File: config.mk
export PLATFORM = sky130hd
export DESIGN_NAME = cfg_window
export DESIGN_NICKNAME = d
export VERILOG_FILES = /design/src/rtl/cfg_window_pkg.sv /design/src/rtl/cfg_key_seq.sv /design/src/rtl/cfg_store.sv /design/src/rtl/cfg_window.sv
export SDC_FILE = /design/constraint.sdc
export NUM_CORES = 1
export LEC_CHECK = 0
export ABC_AREA = 0
export BUFFER_PORTS_ARGS = -buffer_cell sky130_fd_sc_hd__buf_2
export CORE_ASPECT_RATIO = 1.5
export CORE_MARGIN = 2
export CORE_UTILIZATION = 52
export CTS_CLUSTER_SIZE = 25
export DETAILED_ROUTE_END_ITERATION = 6
export GPL_TIMING_DRIVEN = 0
export PLACE_DENSITY = 0.79
export SLEW_MARGIN = 30
export SYNTH_ARGS = -nofsm -noshare
export SYNTH_HDL_FRONTEND = slang
export SYNTH_SLANG_ARGS = --single-unit
export TNS_END_PERCENT = 5
File: constraint.sdc
create_clock -name clk -period 2.55 [get_ports clk]
set_clock_uncertainty 0.15 [all_clocks]
set_input_delay 0.51 -clock clk [delete_from_list [all_inputs] [get_ports clk]]
set_output_delay 0.51 -clock clk [all_outputs]
set_load 0.02 [all_outputs]
File: src/rtl/cfg_window_pkg.sv
package cfg_window_pkg;
  localparam int DW       = 8;
  localparam int N_STORE  = 5;
  localparam int IDX_W    = 3;
  localparam logic [DW-1:0] KEY_FIRST  = 8'hA5;
  localparam logic [DW-1:0] KEY_SECOND = 8'h5A;

  typedef enum logic [IDX_W-1:0] {
    SLOT_OWN  = 3'd0,
    SLOT_TMO  = 3'd1,
    SLOT_MODE = 3'd2,
    SLOT_LOW  = 3'd3,
    SLOT_HIGH = 3'd4,
    SLOT_KEY  = 3'd5
  } slot_e;

  function automatic logic [DW-1:0] slot_default(input int i);
    case (i)
      1:       return 8'hFF;
      3:       return 8'h9D;
      4:       return 8'h86;
      default: return 8'h00;
    endcase
  endfunction

  function automatic logic [DW-1:0] slot_mask(input int i);
    case (i)
      2:       return 8'h03;
      default: return 8'hFF;
    endcase
  endfunction
endpackage

File: src/rtl/cfg_key_seq.sv
module cfg_key_seq
  import cfg_window_pkg::*;
(
  input  logic          clk,
  input  logic          rst,
  input  logic          any_wr,
  input  logic          key_wr,
  input  logic [DW-1:0] wdata,
  output logic          pulse
);
  logic armed;

  always_ff @(posedge clk) begin
    if (rst) begin
      armed <= 1'b0;
      pulse <= 1'b0;
    end else if (any_wr) begin
      armed <= key_wr && (wdata == KEY_FIRST);
      pulse <= key_wr && armed && (wdata == KEY_SECOND);
    end else begin
      pulse <= 1'b0;
    end
  end
endmodule

File: src/rtl/cfg_store.sv
module cfg_store
  import cfg_window_pkg::*;
(
  input  logic                       clk,
  input  logic                       rst,
  input  logic                       clr,
  input  logic                       we,
  input  logic [DW-1:0]              sel,
  input  logic [DW-1:0]              wdata,
  output logic [N_STORE-1:0][DW-1:0] q,
  output logic [DW-1:0]              rd_val
);
  logic sel_low;
  assign sel_low = (sel[DW-1:IDX_W] == '0);

  for (genvar i = 0; i < N_STORE; i++) begin : g_slot
    localparam logic [DW-1:0] DEF  = slot_default(i);
    localparam logic [DW-1:0] MASK = slot_mask(i);
    always_ff @(posedge clk) begin
      if (rst || clr)
        q[i] <= DEF;
      else if (we && sel_low && sel[IDX_W-1:0] == IDX_W'(i))
        q[i] <= wdata & MASK;
    end
  end

  always_comb begin
    rd_val = '0;
    if (sel_low && sel[IDX_W-1:0] < IDX_W'(N_STORE))
      rd_val = q[sel[IDX_W-1:0]];
  end
endmodule

File: src/rtl/cfg_window.sv
module cfg_window
  import cfg_window_pkg::*;
#(
  parameter int ADDR_W   = 2,
  parameter int SEL_ADDR = 2,
  parameter int WIN_ADDR = 3
) (
  input  logic              clk,
  input  logic              rst,
  input  logic [ADDR_W-1:0] addr,
  input  logic              wr_en,
  input  logic              rd_en,
  input  logic [7:0]        wdata,
  output logic [7:0]        rdata,
  output logic [7:0]        own_addr,
  output logic [7:0]        timeout_val,
  output logic [7:0]        mode_val,
  output logic [7:0]        scl_low,
  output logic [7:0]        scl_high,
  output logic              soft_rst
);
  localparam logic [ADDR_W-1:0] A_SEL = ADDR_W'(SEL_ADDR);
  localparam logic [ADDR_W-1:0] A_WIN = ADDR_W'(WIN_ADDR);

  logic [DW-1:0]              sel_q;
  logic [N_STORE-1:0][DW-1:0] cfg_q;
  logic [DW-1:0]              win_rd;
  logic                       win_wr, key_wr;

  assign win_wr = wr_en && (addr == A_WIN);
  assign key_wr = win_wr && (sel_q == DW'(SLOT_KEY));

  always_ff @(posedge clk) begin
    if (rst)
      sel_q <= '0;
    else if (wr_en && addr == A_SEL)
      sel_q <= wdata;
  end

  cfg_store u_store (
    .clk    (clk),
    .rst    (rst),
    .clr    (soft_rst),
    .we     (win_wr),
    .sel    (sel_q),
    .wdata  (wdata),
    .q      (cfg_q),
    .rd_val (win_rd)
  );

  cfg_key_seq u_key (
    .clk    (clk),
    .rst    (rst),
    .any_wr (wr_en),
    .key_wr (key_wr),
    .wdata  (wdata),
    .pulse  (soft_rst)
  );

  always_ff @(posedge clk) begin
    if (rst)
      rdata <= '0;
    else if (rd_en) begin
      if (addr == A_SEL)      rdata <= sel_q;
      else if (addr == A_WIN) rdata <= win_rd;
      else                    rdata <= '0;
    end
  end

  assign own_addr    = cfg_q[SLOT_OWN];
  assign timeout_val = cfg_q[SLOT_TMO];
  assign mode_val    = cfg_q[SLOT_MODE];
  assign scl_low     = cfg_q[SLOT_LOW];
  assign scl_high    = cfg_q[SLOT_HIGH];
endmodule

==> flow_summary.html, run 1 <==
<table>
<tr><th>Metric</th><th>Value</th></tr>
<tr><th colspan="2">CTS</th></tr>
<tr><td>Cell at the root of the clock tree</td><td>sky130_fd_sc_hd__clkbuf_8</td></tr>
<tr><td>Setup repair bufs after CTS</td><td>0</td></tr>
<tr><td>Sink Count</td><td>52</td></tr>
<tr><td>Clock-pin slew reported for the worst setup and hold paths after clock tree synthesis</td><td>0.09 ns</td></tr>
<tr><td>Maximum buffer depth of the clock tree</td><td>2</td></tr>
<tr><td>Number of hold-repair buffers added at the cts stage</td><td>0</td></tr>
<tr><td>Clock latency on the worst-skew pair</td><td>0.31 ns</td></tr>
<tr><td>Quantity of gates resized following cts</td><td>0</td></tr>
<tr><td>H-Tree Level Count</td><td>2</td></tr>
<tr><td>Cts bufs inserted</td><td>5</td></tr>
<tr><td>TritonCTS clock tree</td><td>built</td></tr>
<tr><th colspan="2">Yosys</th></tr>
<tr><td>Number of different library cells in the post-synthesis netlist</td><td>38</td></tr>
<tr><td>Mapped cell area</td><td>2377 sq um</td></tr>
<tr><td>Area share of the largest cell type after synthesis</td><td>43.79%</td></tr>
<tr><td>Gate Count Post-Synth</td><td>~270</td></tr>
<tr><td>Sequential area share after synthesis</td><td>between 40 and 50%</td></tr>
<tr><td>Synthesized area divided by synthesized cell count</td><td>roughly 9 sq um</td></tr>
<tr><td>Number of synthesized flops with an enable pin</td><td>0</td></tr>
<tr><td>Number of flip-flops and latches in the synthesized netlist</td><td>52</td></tr>
<tr><td>Most numerous cell types in the synthesized netlist</td><td>sky130_fd_sc_hd__dfxtp_1 (52), sky130_fd_sc_hd__nor2_1 (38), sky130_fd_sc_hd__a21oi_1 (22), sky130_fd_sc_hd__mux2i_1 (22)</td></tr>
<tr><td>Yosys synthesis warning count</td><td>0</td></tr>
<tr><td>Most area-consuming cells after synthesis</td><td>sky130_fd_sc_hd__dfxtp_1 (44%), sky130_fd_sc_hd__mux2i_1 (9.3%), sky130_fd_sc_hd__nor2_1 (6.0%)</td></tr>
<tr><td>Cell taking the most area after synthesis</td><td>sky130_fd_sc_hd__dfxtp_1</td></tr>
<tr><td>Asr flop ratio synth</td><td>0%</td></tr>
<tr><td>Cell with the most instances after synthesis</td><td>sky130_fd_sc_hd__dfxtp_1</td></tr>
<tr><td>Predominant post-synthesis flop cell</td><td>sky130_fd_sc_hd__dfxtp_1</td></tr>
<tr><th colspan="2">Setup path</th></tr>
<tr><td>Start point of the critical path</td><td>sel_q[0]</td></tr>
<tr><td>Worst EP arrival</td><td>2.23 ns</td></tr>
<tr><td>Delay of the slowest cell on the worst path</td><td>0.45 ns</td></tr>
<tr><td>Element type at the critical path end</td><td>flip-flop</td></tr>
<tr><td>Largest fanout of any net on the critical path</td><td>10</td></tr>
<tr><td>Crit Reg-Reg Startpoint</td><td>sel_q[0]</td></tr>
<tr><td>Buffers &amp; Inverters on Critical Path</td><td>2</td></tr>
<tr><td>Worst EP required</td><td>2.64 ns</td></tr>
<tr><td>Cell-by-cell trace of the critical path</td><td>clkbuf_1 -&gt; nand4b_1 -&gt; nor3_2 -&gt; buf_2 -&gt; nand3_1 -&gt; o21ai_0</td></tr>
<tr><td>Category of cells accounting for the largest share of critical-path delay</td><td>buffers and inverters</td></tr>
<tr><td>Cell with the biggest individual delay on the critical path</td><td>sky130_fd_sc_hd__dfxtp_1</td></tr>
<tr><td>Critical path type</td><td>reg2reg</td></tr>
<tr><td>Startpoint class of the critical path</td><td>flip-flop</td></tr>
<tr><th colspan="2">Cells and area</th></tr>
<tr><td>Post-route cell area</td><td>2824 sq um</td></tr>
<tr><td>Post-layout net count</td><td>346</td></tr>
<tr><td>Share of layout cells above drive strength 1</td><td>26.73%</td></tr>
<tr><td>ANT cells</td><td>0</td></tr>
<tr><td>P&amp;R area growth vs syn</td><td>18.79%</td></tr>
<tr><td>Count of fill cells added during filler insertion</td><td>421</td></tr>
<tr><td>Final non-filler cell total</td><td>between 300 and 400</td></tr>
<tr><th colspan="2">STA</th></tr>
<tr><td>Smallest hold slack</td><td>0.3285 ns</td></tr>
<tr><td>Total count of hold-check failures in the final report</td><td>0</td></tr>
<tr><td>Share of the clock period used by the worst path</td><td>83.75%</td></tr>
<tr><td>Transition time of the tightest slew-check pin</td><td>between 0.7 and 0.8 ns</td></tr>
<tr><td>Post-layout minimum cycle time</td><td>about 2.1 ns</td></tr>
<tr><td>Fmax</td><td>468.3 MHz</td></tr>
<tr><td># setup viols final</td><td>0</td></tr>
<tr><td>Final slew viol count</td><td>0</td></tr>
<tr><td>Setup TNS Final</td><td>0 ns</td></tr>
<tr><td>Setup repair after global routing missed its margin</td><td>no</td></tr>
<tr><td>Worst-case headroom to the max-slew limit</td><td>47.19%</td></tr>
<tr><th colspan="2">Global routing</th></tr>
<tr><td>Number of global-route vias before repair</td><td>roughly 2200</td></tr>
<tr><td>GR Overflow Total</td><td>0</td></tr>
<tr><td>Global-route wire length before repair</td><td>between 10000 and 15000 um</td></tr>
<tr><td>Global-route usage over all layers</td><td>27.04%</td></tr>
<tr><td>Number of antenna violations at the first check in global routing</td><td>0</td></tr>
<tr><td>Maximum number of pins on one net before global-route repair</td><td>17</td></tr>
<tr><th colspan="2">Route</th></tr>
<tr><td>Initial DRC count</td><td>101</td></tr>
<tr><td>Detailed-route wire length per cell</td><td>~17 um</td></tr>
<tr><td>Routed WL</td><td>~6400 um</td></tr>
<tr><td>Number of DRC violations after detailed routing</td><td>0</td></tr>
<tr><td>1st-pass router iterations</td><td>4</td></tr>
<tr><td>Residual antenna-violating net count after detailed routing</td><td>0</td></tr>
<tr><td>Post-detailed-route via-to-cell ratio</td><td>5.856</td></tr>
<tr><td>DR vias</td><td>2231</td></tr>
<tr><th colspan="2">Job</th></tr>
<tr><td>MaxCap Viol Count</td><td>0</td></tr>
<tr><th colspan="2">Min path</th></tr>
<tr><td>Worst hold path type</td><td>reg2reg</td></tr>
<tr><td>HP Start</td><td>u_key.armed</td></tr>
<tr><th colspan="2">Floorplanning</th></tr>
<tr><td>FP Rows</td><td>30</td></tr>
<tr><td>Floorplan die area</td><td>5140 sq um</td></tr>
<tr><td>Initial core utilization</td><td>53.22%</td></tr>
<tr><td>Area of the core</td><td>4467 sq um</td></tr>
<tr><td>Top-Level Pins</td><td>63</td></tr>
<tr><td>Die Y-Extent</td><td>just under 90 um</td></tr>
<tr><td>Horizontal die dimension</td><td>59.21 um</td></tr>
<tr><th colspan="2">Placed design</th></tr>
<tr><td>Area of placed instances</td><td>around 2700 sq um</td></tr>
<tr><td>Number of buffer cells added on primary ports</td><td>54</td></tr>
<tr><td>Number of cells in the design after placement</td><td>373</td></tr>
<tr><td>Hpwl dp</td><td>~4800 um</td></tr>
<tr><td>Final RePlAce weighted congestion</td><td>0.9174</td></tr>
<tr><th colspan="2">Pwr</th></tr>
<tr><td>Total power density per cell area</td><td>543.6 nW/um^2</td></tr>
<tr><td>Leak pwr</td><td>1.187 nW</td></tr>
<tr><td>Worst VDD drop</td><td>0.0003849 V</td></tr>
<tr><td>Pwr Total</td><td>about 0.0015 W</td></tr>
<tr><th colspan="2">Status</th></tr>
<tr><td>Result of the run</td><td>finished, final reports clean</td></tr>
</table>
-- final timing paths --
kind,endpoint,slack (ns),cells after the start
max,u_store.q[30],0.41,6
min,u_key.armed,0.33,2
max reg2reg,u_store.q[30],0.41,6
min reg2reg,u_key.armed,0.33,2
-- cells by family after synthesis --
family / share of synthesized area (%)
DFF: 43.79
AOI/OAI and AO/OA: 12.11
other: 0.1577
buffers and inverters: 5.684
and+or+nand+nor: 24.26
muxes: 14.00
-- state kept, by name, summed over array words and instances, names as in the netlist --
signal       flops
u_store.q       34
rdata            8
sel_q            8
u_key.armed      1
u_key.pulse      1
-- layout make-up --
cell class	count	area (sq um)	area share [%]
multi-input combinational	192	1220	43.20
sequential	52	1041	36.86
timing repair buffer	54	270.3	9.570
buffer	26	131.4	4.652
clock buffer	6	82.58	2.924
tap	48	60.06	2.127
clock inverter	2	15.01	0.5317
inverter	1	3.754	0.1329
-- placed cells by master, fill, tap and decap left out, types with 2 or more instances in the layout --
cell type / Yosys / layout
sky130_fd_sc_hd__a21oi_1: 22 / 22
sky130_fd_sc_hd__a221oi_1: 6 / 6
sky130_fd_sc_hd__nand3_1: 10 / 10
sky130_fd_sc_hd__o311a_1: 6 / 6
sky130_fd_sc_hd__o21ai_0: 5 / 5
sky130_fd_sc_hd__nand2_1: 21 / 21
sky130_fd_sc_hd__buf_2: 6 / 60
sky130_fd_sc_hd__and3_1: 2 / 2
sky130_fd_sc_hd__clkbuf_8: 0 / 6
sky130_fd_sc_hd__mux4_2: 2 / 2
sky130_fd_sc_hd__a21boi_0: 2 / 2
sky130_fd_sc_hd__nor4bb_1: 3 / 3
sky130_fd_sc_hd__nor2_1: 38 / 38
sky130_fd_sc_hd__nand4_1: 2 / 2
sky130_fd_sc_hd__mux2i_1: 22 / 22
sky130_fd_sc_hd__conb_1: 1 / 6
sky130_fd_sc_hd__clkinvlp_4: 0 / 2
sky130_fd_sc_hd__buf_4: 7 / 7
sky130_fd_sc_hd__clkbuf_1: 13 / 13
sky130_fd_sc_hd__mux2_2: 6 / 6
sky130_fd_sc_hd__dfxtp_1: 52 / 52
sky130_fd_sc_hd__a2111oi_0: 2 / 2
sky130_fd_sc_hd__nor3_1: 21 / 21
-- per-layer routing --
layer | routed length [um] | track usage, %
met5 | 0 | 0
met2 | 3307 | 45.25
met4 | 120 | 12.60
met3 | 376 | 5.970
met1 | 2588 | 32.08
-- power breakdown --
part           leakage (nW)  switching, W  internal, W  total, W
sequential            0.422     0.0000130     0.000828  0.000841
combinational         0.722      0.000124    0.0000714  0.000195
clock                0.0434      0.000279     0.000220  0.000499
-- stage by stage --
step,util [%],setup slack (ns)
floorplan,-,0.4833
global placement,61.04,0.3236
detailed placement,61.04,0.2910
CTS,63.22,0.4382
global route,63.22,0.2405
finish,63.22,0.4144
-- tightest hold or removal path, stage by stage (launching register included) --
cell and delay, ns:
sky130_fd_sc_hd__dfxtp_1 0.32, sky130_fd_sc_hd__nand2b_1 0.06, sky130_fd_sc_hd__a21oi_1 0.05
No activity file was read; power rests on OpenSTA's default activity.
==> run 2, diff against run 1 <==
--- a/config.mk
+++ b/config.mk
@@ -9,11 +9,11 @@
 export BUFFER_PORTS_ARGS = -buffer_cell sky130_fd_sc_hd__buf_2
 export CORE_ASPECT_RATIO = 1.5
 export CORE_MARGIN = 2
-export CORE_UTILIZATION = 52
+export CORE_UTILIZATION = 47
 export CTS_CLUSTER_SIZE = 25
 export DETAILED_ROUTE_END_ITERATION = 6
 export GPL_TIMING_DRIVEN = 0
-export PLACE_DENSITY = 0.79
+export PLACE_DENSITY = 0.75
 export SLEW_MARGIN = 30
 export SYNTH_ARGS = -nofsm -noshare
 export SYNTH_HDL_FRONTEND = slang
==> constraint.sdc (replaced) <==
create_clock -name clk -period 1.95 [get_ports clk]
set_clock_uncertainty 0.15 [all_clocks]
set_input_delay 0.39 -clock clk [delete_from_list [all_inputs] [get_ports clk]]
set_output_delay 0.39 -clock clk [all_outputs]
set_load 0.02 [all_outputs]
==> run 2 against run 1 <==
Non-clock buffer count grew 5. Cell count grew 6.0%. Sequential cell count is the same. Die area grew 10%. Sequential share of layout area shrank 1.3 points. Worst hold slack lost 0.093 ns. Clock-buffer cell count grew 1. Total power grew 31%. Global-route usage shrank 2.9 points. Combinational power grew 36%. Setup slack lost 0.39 ns. Highest routed layer unchanged. Critical path depth shrank 1.
==> flow_summary.html, run 2 (synthesized netlist as in run 1, its figures left out) <==
<table>
<tr><th>Metric</th><th>Value</th></tr>
<tr><th colspan="2">Status</th></tr>
<tr><td>Result of the run</td><td>finished, final reports clean (unchanged)</td></tr>
<tr><th colspan="2">Route</th></tr>
<tr><td>Detailed-route wire length per cell</td><td>16.21 um (was 16.78 um)</td></tr>
<tr><td>Post-detailed-route via-to-cell ratio</td><td>5.547 (was 5.856)</td></tr>
<tr><td>Initial DRC count</td><td>103 (was 101)</td></tr>
<tr><td>Routed WL</td><td>6550 um (was 6393 um)</td></tr>
<tr><td>1st-pass router iterations</td><td>4 (unchanged)</td></tr>
<tr><td>Number of DRC violations after detailed routing</td><td>0 (unchanged)</td></tr>
<tr><td>Residual antenna-violating net count after detailed routing</td><td>0 (unchanged)</td></tr>
<tr><td>DR vias</td><td>2241 (was 2231)</td></tr>
<tr><th colspan="2">Cells and area</th></tr>
<tr><td>Post-route cell area</td><td>2938 sq um (was 2824 sq um)</td></tr>
<tr><td>Most common cell after layout, fill and taps aside</td><td>sky130_fd_sc_hd__buf_2 (unchanged)</td></tr>
<tr><td>Flip-flop count of the largest register, all copies and words added</td><td>34 (unchanged)</td></tr>
<tr><td>Area occupied by multi-input gates</td><td>1256 sq um (was 1220 sq um)</td></tr>
<tr><td>Post-layout net count</td><td>351 (was 346)</td></tr>
<tr><td>Final non-filler cell total</td><td>404 (was 381)</td></tr>
<tr><td>ANT cells</td><td>0 (unchanged)</td></tr>
<tr><td>Most frequent cells in the layout</td><td>sky130_fd_sc_hd__buf_2 (57), sky130_fd_sc_hd__dfxtp_1 (48), sky130_fd_sc_hd__nor2_1 (37), sky130_fd_sc_hd__a21oi_1 (22), sky130_fd_sc_hd__mux2i_1 (22) (was sky130_fd_sc_hd__buf_2 (60), sky130_fd_sc_hd__dfxtp_1 (52), sky130_fd_sc_hd__nor2_1 (38), sky130_fd_sc_hd__a21oi_1 (22), sky130_fd_sc_hd__mux2i_1 (22))</td></tr>
<tr><td>Largest register by flop count</td><td>u_store.q (unchanged)</td></tr>
<tr><td>P&amp;R area growth vs syn</td><td>23.58% (was 18.79%)</td></tr>
<tr><td>Count of fill cells added during filler insertion</td><td>463 (was 421)</td></tr>
<tr><td>Area occupied by registers</td><td>1046 sq um (was 1041 sq um)</td></tr>
<tr><td>Top Registers</td><td>u_store.q x34, rdata x8, sel_q x8 (unchanged)</td></tr>
<tr><td>Share of layout cells above drive strength 1</td><td>31.07% (was 26.73%)</td></tr>
<tr><th colspan="2">Floorplanning</th></tr>
<tr><td>Initial core utilization</td><td>49.03% (was 53.22%)</td></tr>
<tr><td>FP Rows</td><td>31 (was 30)</td></tr>
<tr><td>Area of the core</td><td>4848 sq um (was 4467 sq um)</td></tr>
<tr><td>Floorplan die area</td><td>5655 sq um (was 5140 sq um)</td></tr>
<tr><td>Horizontal die dimension</td><td>62.07 um (was 59.21 um)</td></tr>
<tr><td>Die Y-Extent</td><td>91.11 um (was 86.81 um)</td></tr>
<tr><td>Top-Level Pins</td><td>63 (unchanged)</td></tr>
<tr><th colspan="2">CTS</th></tr>
<tr><td>Maximum buffer depth of the clock tree</td><td>2 (unchanged)</td></tr>
<tr><td>TritonCTS clock tree</td><td>built (unchanged)</td></tr>
<tr><td>Sink Count</td><td>52 (unchanged)</td></tr>
<tr><td>Cell at the root of the clock tree</td><td>sky130_fd_sc_hd__clkbuf_8 (unchanged)</td></tr>
<tr><td>Clock latency on the worst-skew pair</td><td>0.31 ns (about the same)</td></tr>
<tr><td>Clock-pin slew reported for the worst setup and hold paths after clock tree synthesis</td><td>0.10 ns (was 0.09 ns)</td></tr>
<tr><td>H-Tree Level Count</td><td>2 (unchanged)</td></tr>
<tr><td>Cts bufs inserted</td><td>5 (unchanged)</td></tr>
<tr><th colspan="2">Global routing</th></tr>
<tr><td>Maximum number of pins on one net before global-route repair</td><td>16 (was 17)</td></tr>
<tr><td>Number of global-route vias before repair</td><td>2067 (was 2222)</td></tr>
<tr><td>Global-route usage over all layers</td><td>24.10% (was 27.04%)</td></tr>
<tr><td>GR Overflow Total</td><td>0 (unchanged)</td></tr>
<tr><td>Number of antenna violations at the first check in global routing</td><td>0 (unchanged)</td></tr>
<tr><td>Global-route wire length before repair</td><td>10320 um (was 10620 um)</td></tr>
<tr><th colspan="2">Setup path</th></tr>
<tr><td>Cell with the biggest individual delay on the critical path</td><td>sky130_fd_sc_hd__or4_4 (was sky130_fd_sc_hd__dfxtp_1)</td></tr>
<tr><td>Critical path type</td><td>reg2reg (unchanged)</td></tr>
<tr><td>Largest fanout of any net on the critical path</td><td>8 (was 10)</td></tr>
<tr><td>Worst EP arrival</td><td>1.96 ns (was 2.23 ns)</td></tr>
<tr><td>Element type at the critical path end</td><td>flip-flop (unchanged)</td></tr>
<tr><td>Cell-by-cell trace of the critical path</td><td>or3_4 -&gt; or4_4 -&gt; buf_6 -&gt; mux2i_1 -&gt; nand2_1 (was clkbuf_1 -&gt; nand4b_1 -&gt; nor3_2 -&gt; buf_2 -&gt; nand3_1 -&gt; o21ai_0)</td></tr>
<tr><td>Worst EP required</td><td>1.99 ns (was 2.64 ns)</td></tr>
<tr><td>Startpoint class of the critical path</td><td>flip-flop (unchanged)</td></tr>
<tr><td>Delay of the slowest cell on the worst path</td><td>0.49 ns (was 0.45 ns)</td></tr>
<tr><th colspan="2">STA</th></tr>
<tr><td>Setup TNS Final</td><td>0 ns (unchanged)</td></tr>
<tr><td># setup viols final</td><td>0 (unchanged)</td></tr>
<tr><td>Fmax</td><td>520.1 MHz (was 468.3 MHz)</td></tr>
<tr><td>Post-layout minimum cycle time</td><td>1.923 ns (was 2.136 ns)</td></tr>
<tr><td>Transition time of the tightest slew-check pin</td><td>0.5535 ns (was 0.7862 ns)</td></tr>
<tr><td>Setup repair after global routing missed its margin</td><td>yes (was no)</td></tr>
<tr><td>Smallest hold slack</td><td>0.2359 ns (was 0.3285 ns)</td></tr>
<tr><td>Worst-case headroom to the max-slew limit</td><td>63.10% (was 47.19%)</td></tr>
<tr><td>Final slew viol count</td><td>0 (unchanged)</td></tr>
<tr><td>Share of the clock period used by the worst path</td><td>98.60% (was 83.75%)</td></tr>
<tr><td>Total count of hold-check failures in the final report</td><td>0 (unchanged)</td></tr>
<tr><th colspan="2">Job</th></tr>
<tr><td>MaxCap Viol Count</td><td>0 (unchanged)</td></tr>
<tr><th colspan="2">Pwr</th></tr>
<tr><td>Worst VDD drop</td><td>0.0004156 V (was 0.0003849 V)</td></tr>
<tr><td>Leak pwr</td><td>1.239 nW (was 1.187 nW)</td></tr>
<tr><td>Total power density per cell area</td><td>685.8 nW/um^2 (was 543.6 nW/um^2)</td></tr>
<tr><th colspan="2">Min path</th></tr>
<tr><td>Worst hold path type</td><td>in2reg (was reg2reg)</td></tr>
<tr><th colspan="2">Placed design</th></tr>
<tr><td>Hpwl dp</td><td>4814 um (was 4826 um)</td></tr>
<tr><td>Number of buffer cells added on primary ports</td><td>54 (unchanged)</td></tr>
<tr><td>Number of cells in the design after placement</td><td>391 (was 373)</td></tr>
<tr><td>Area of placed instances</td><td>2749 sq um (was 2726 sq um)</td></tr>
<tr><td>Final RePlAce weighted congestion</td><td>0.8736 (was 0.9174)</td></tr>
</table>
## run 2: cell types whose count changed in the layout (fill, tap and decap cells not counted), moves of 2 or more
cell	change
sky130_fd_sc_hd__dfxtp_2	+4
sky130_fd_sc_hd__clkbuf_4	+2
sky130_fd_sc_hd__buf_2	-3
sky130_fd_sc_hd__a221oi_2	+2
sky130_fd_sc_hd__a221oi_1	-2
sky130_fd_sc_hd__buf_4	+6
sky130_fd_sc_hd__dfxtp_1	-4
## run 2: critical path: cells and delay by family, from the launching register on
kind | cells | cell delay [ns]
buffers and inverters | 1 | 0.17
flip-flops | 1 | 0.35
multiplexers | 1 | 0.15
AND/OR/NAND/NOR | 3 | 0.98
## run 2: power breakdown
group          leakage, nW  switching, W  total (W)  internal, W
combinational        0.771      0.000166   0.000266     0.000100
clock               0.0445      0.000359   0.000648     0.000289
sequential           0.424     0.0000179    0.00110      0.00108
total                 1.24      0.000543    0.00201      0.00147
## run 2: timing repair
| item | CTS | global route |
|---|---|---|
| setup buffers | 2 | 3 |
| pin swaps | 1 | 1 |
| hold buffers | 0 | 0 |
| endpoints found under the setup margin | 38 | 19 |
| gates resized for setup | 7 | 13 |
## run 2: per-layer routing
| layer | track usage (%) | up-vias | share of wire (%) |
|---|---|---|---|
| met5 | 0 | - | 0 |
| met2 | 38.72 | 84 | 50 |
| met3 | 4.416 | 11 | 5.7 |
| li1 | - | 1087 | - |
| met4 | 7.801 | 0 | 1.8 |
| met1 | 31.58 | 1059 | 42 |
## run 2: path summary, 6_finish.rpt
| path | start | endpoint | slack, ns | depth (start not counted) |
|---|---|---|---|---|
| setup / recovery | sel_q[7] | u_store.q[34] | 0.03 | 5 |
| hold reg to reg | rdata[2] | rdata[2] | 0.33 | 2 |
| setup reg to reg | sel_q[7] | u_store.q[34] | 0.03 | 5 |
| hold / removal | wdata[3] | u_key.pulse | 0.24 | 3 |
## run 2: area by class of cell
class                           count  share of cell area [%]
Multi-Input combinational cell    192                   42.76
Inverter                            1                  0.1278
Tap cell                           66                   2.811
Clock inverter                      1                  0.2555
Clock buffer                        7                   2.939
Buffer                             26                   5.026
Sequential cell                    52                   35.60
Timing Repair Buffer               59                   10.48
## run 2: stage by stage
step | total power, W | setup slack [ns] | util, %
4_1_cts | 0.002005 | -0.01247 | 59.41
2_1_floorplan | 0.001292 | 0.003280 | -
5_1_grt | 0.002093 | -0.02302 | 60.59
3_3_place_gp | 0.001372 | -0.1756 | 56.70
6_report | 0.002015 | 0.02725 | 60.59
3_5_place_dp | 0.001375 | -0.1826 | 56.70
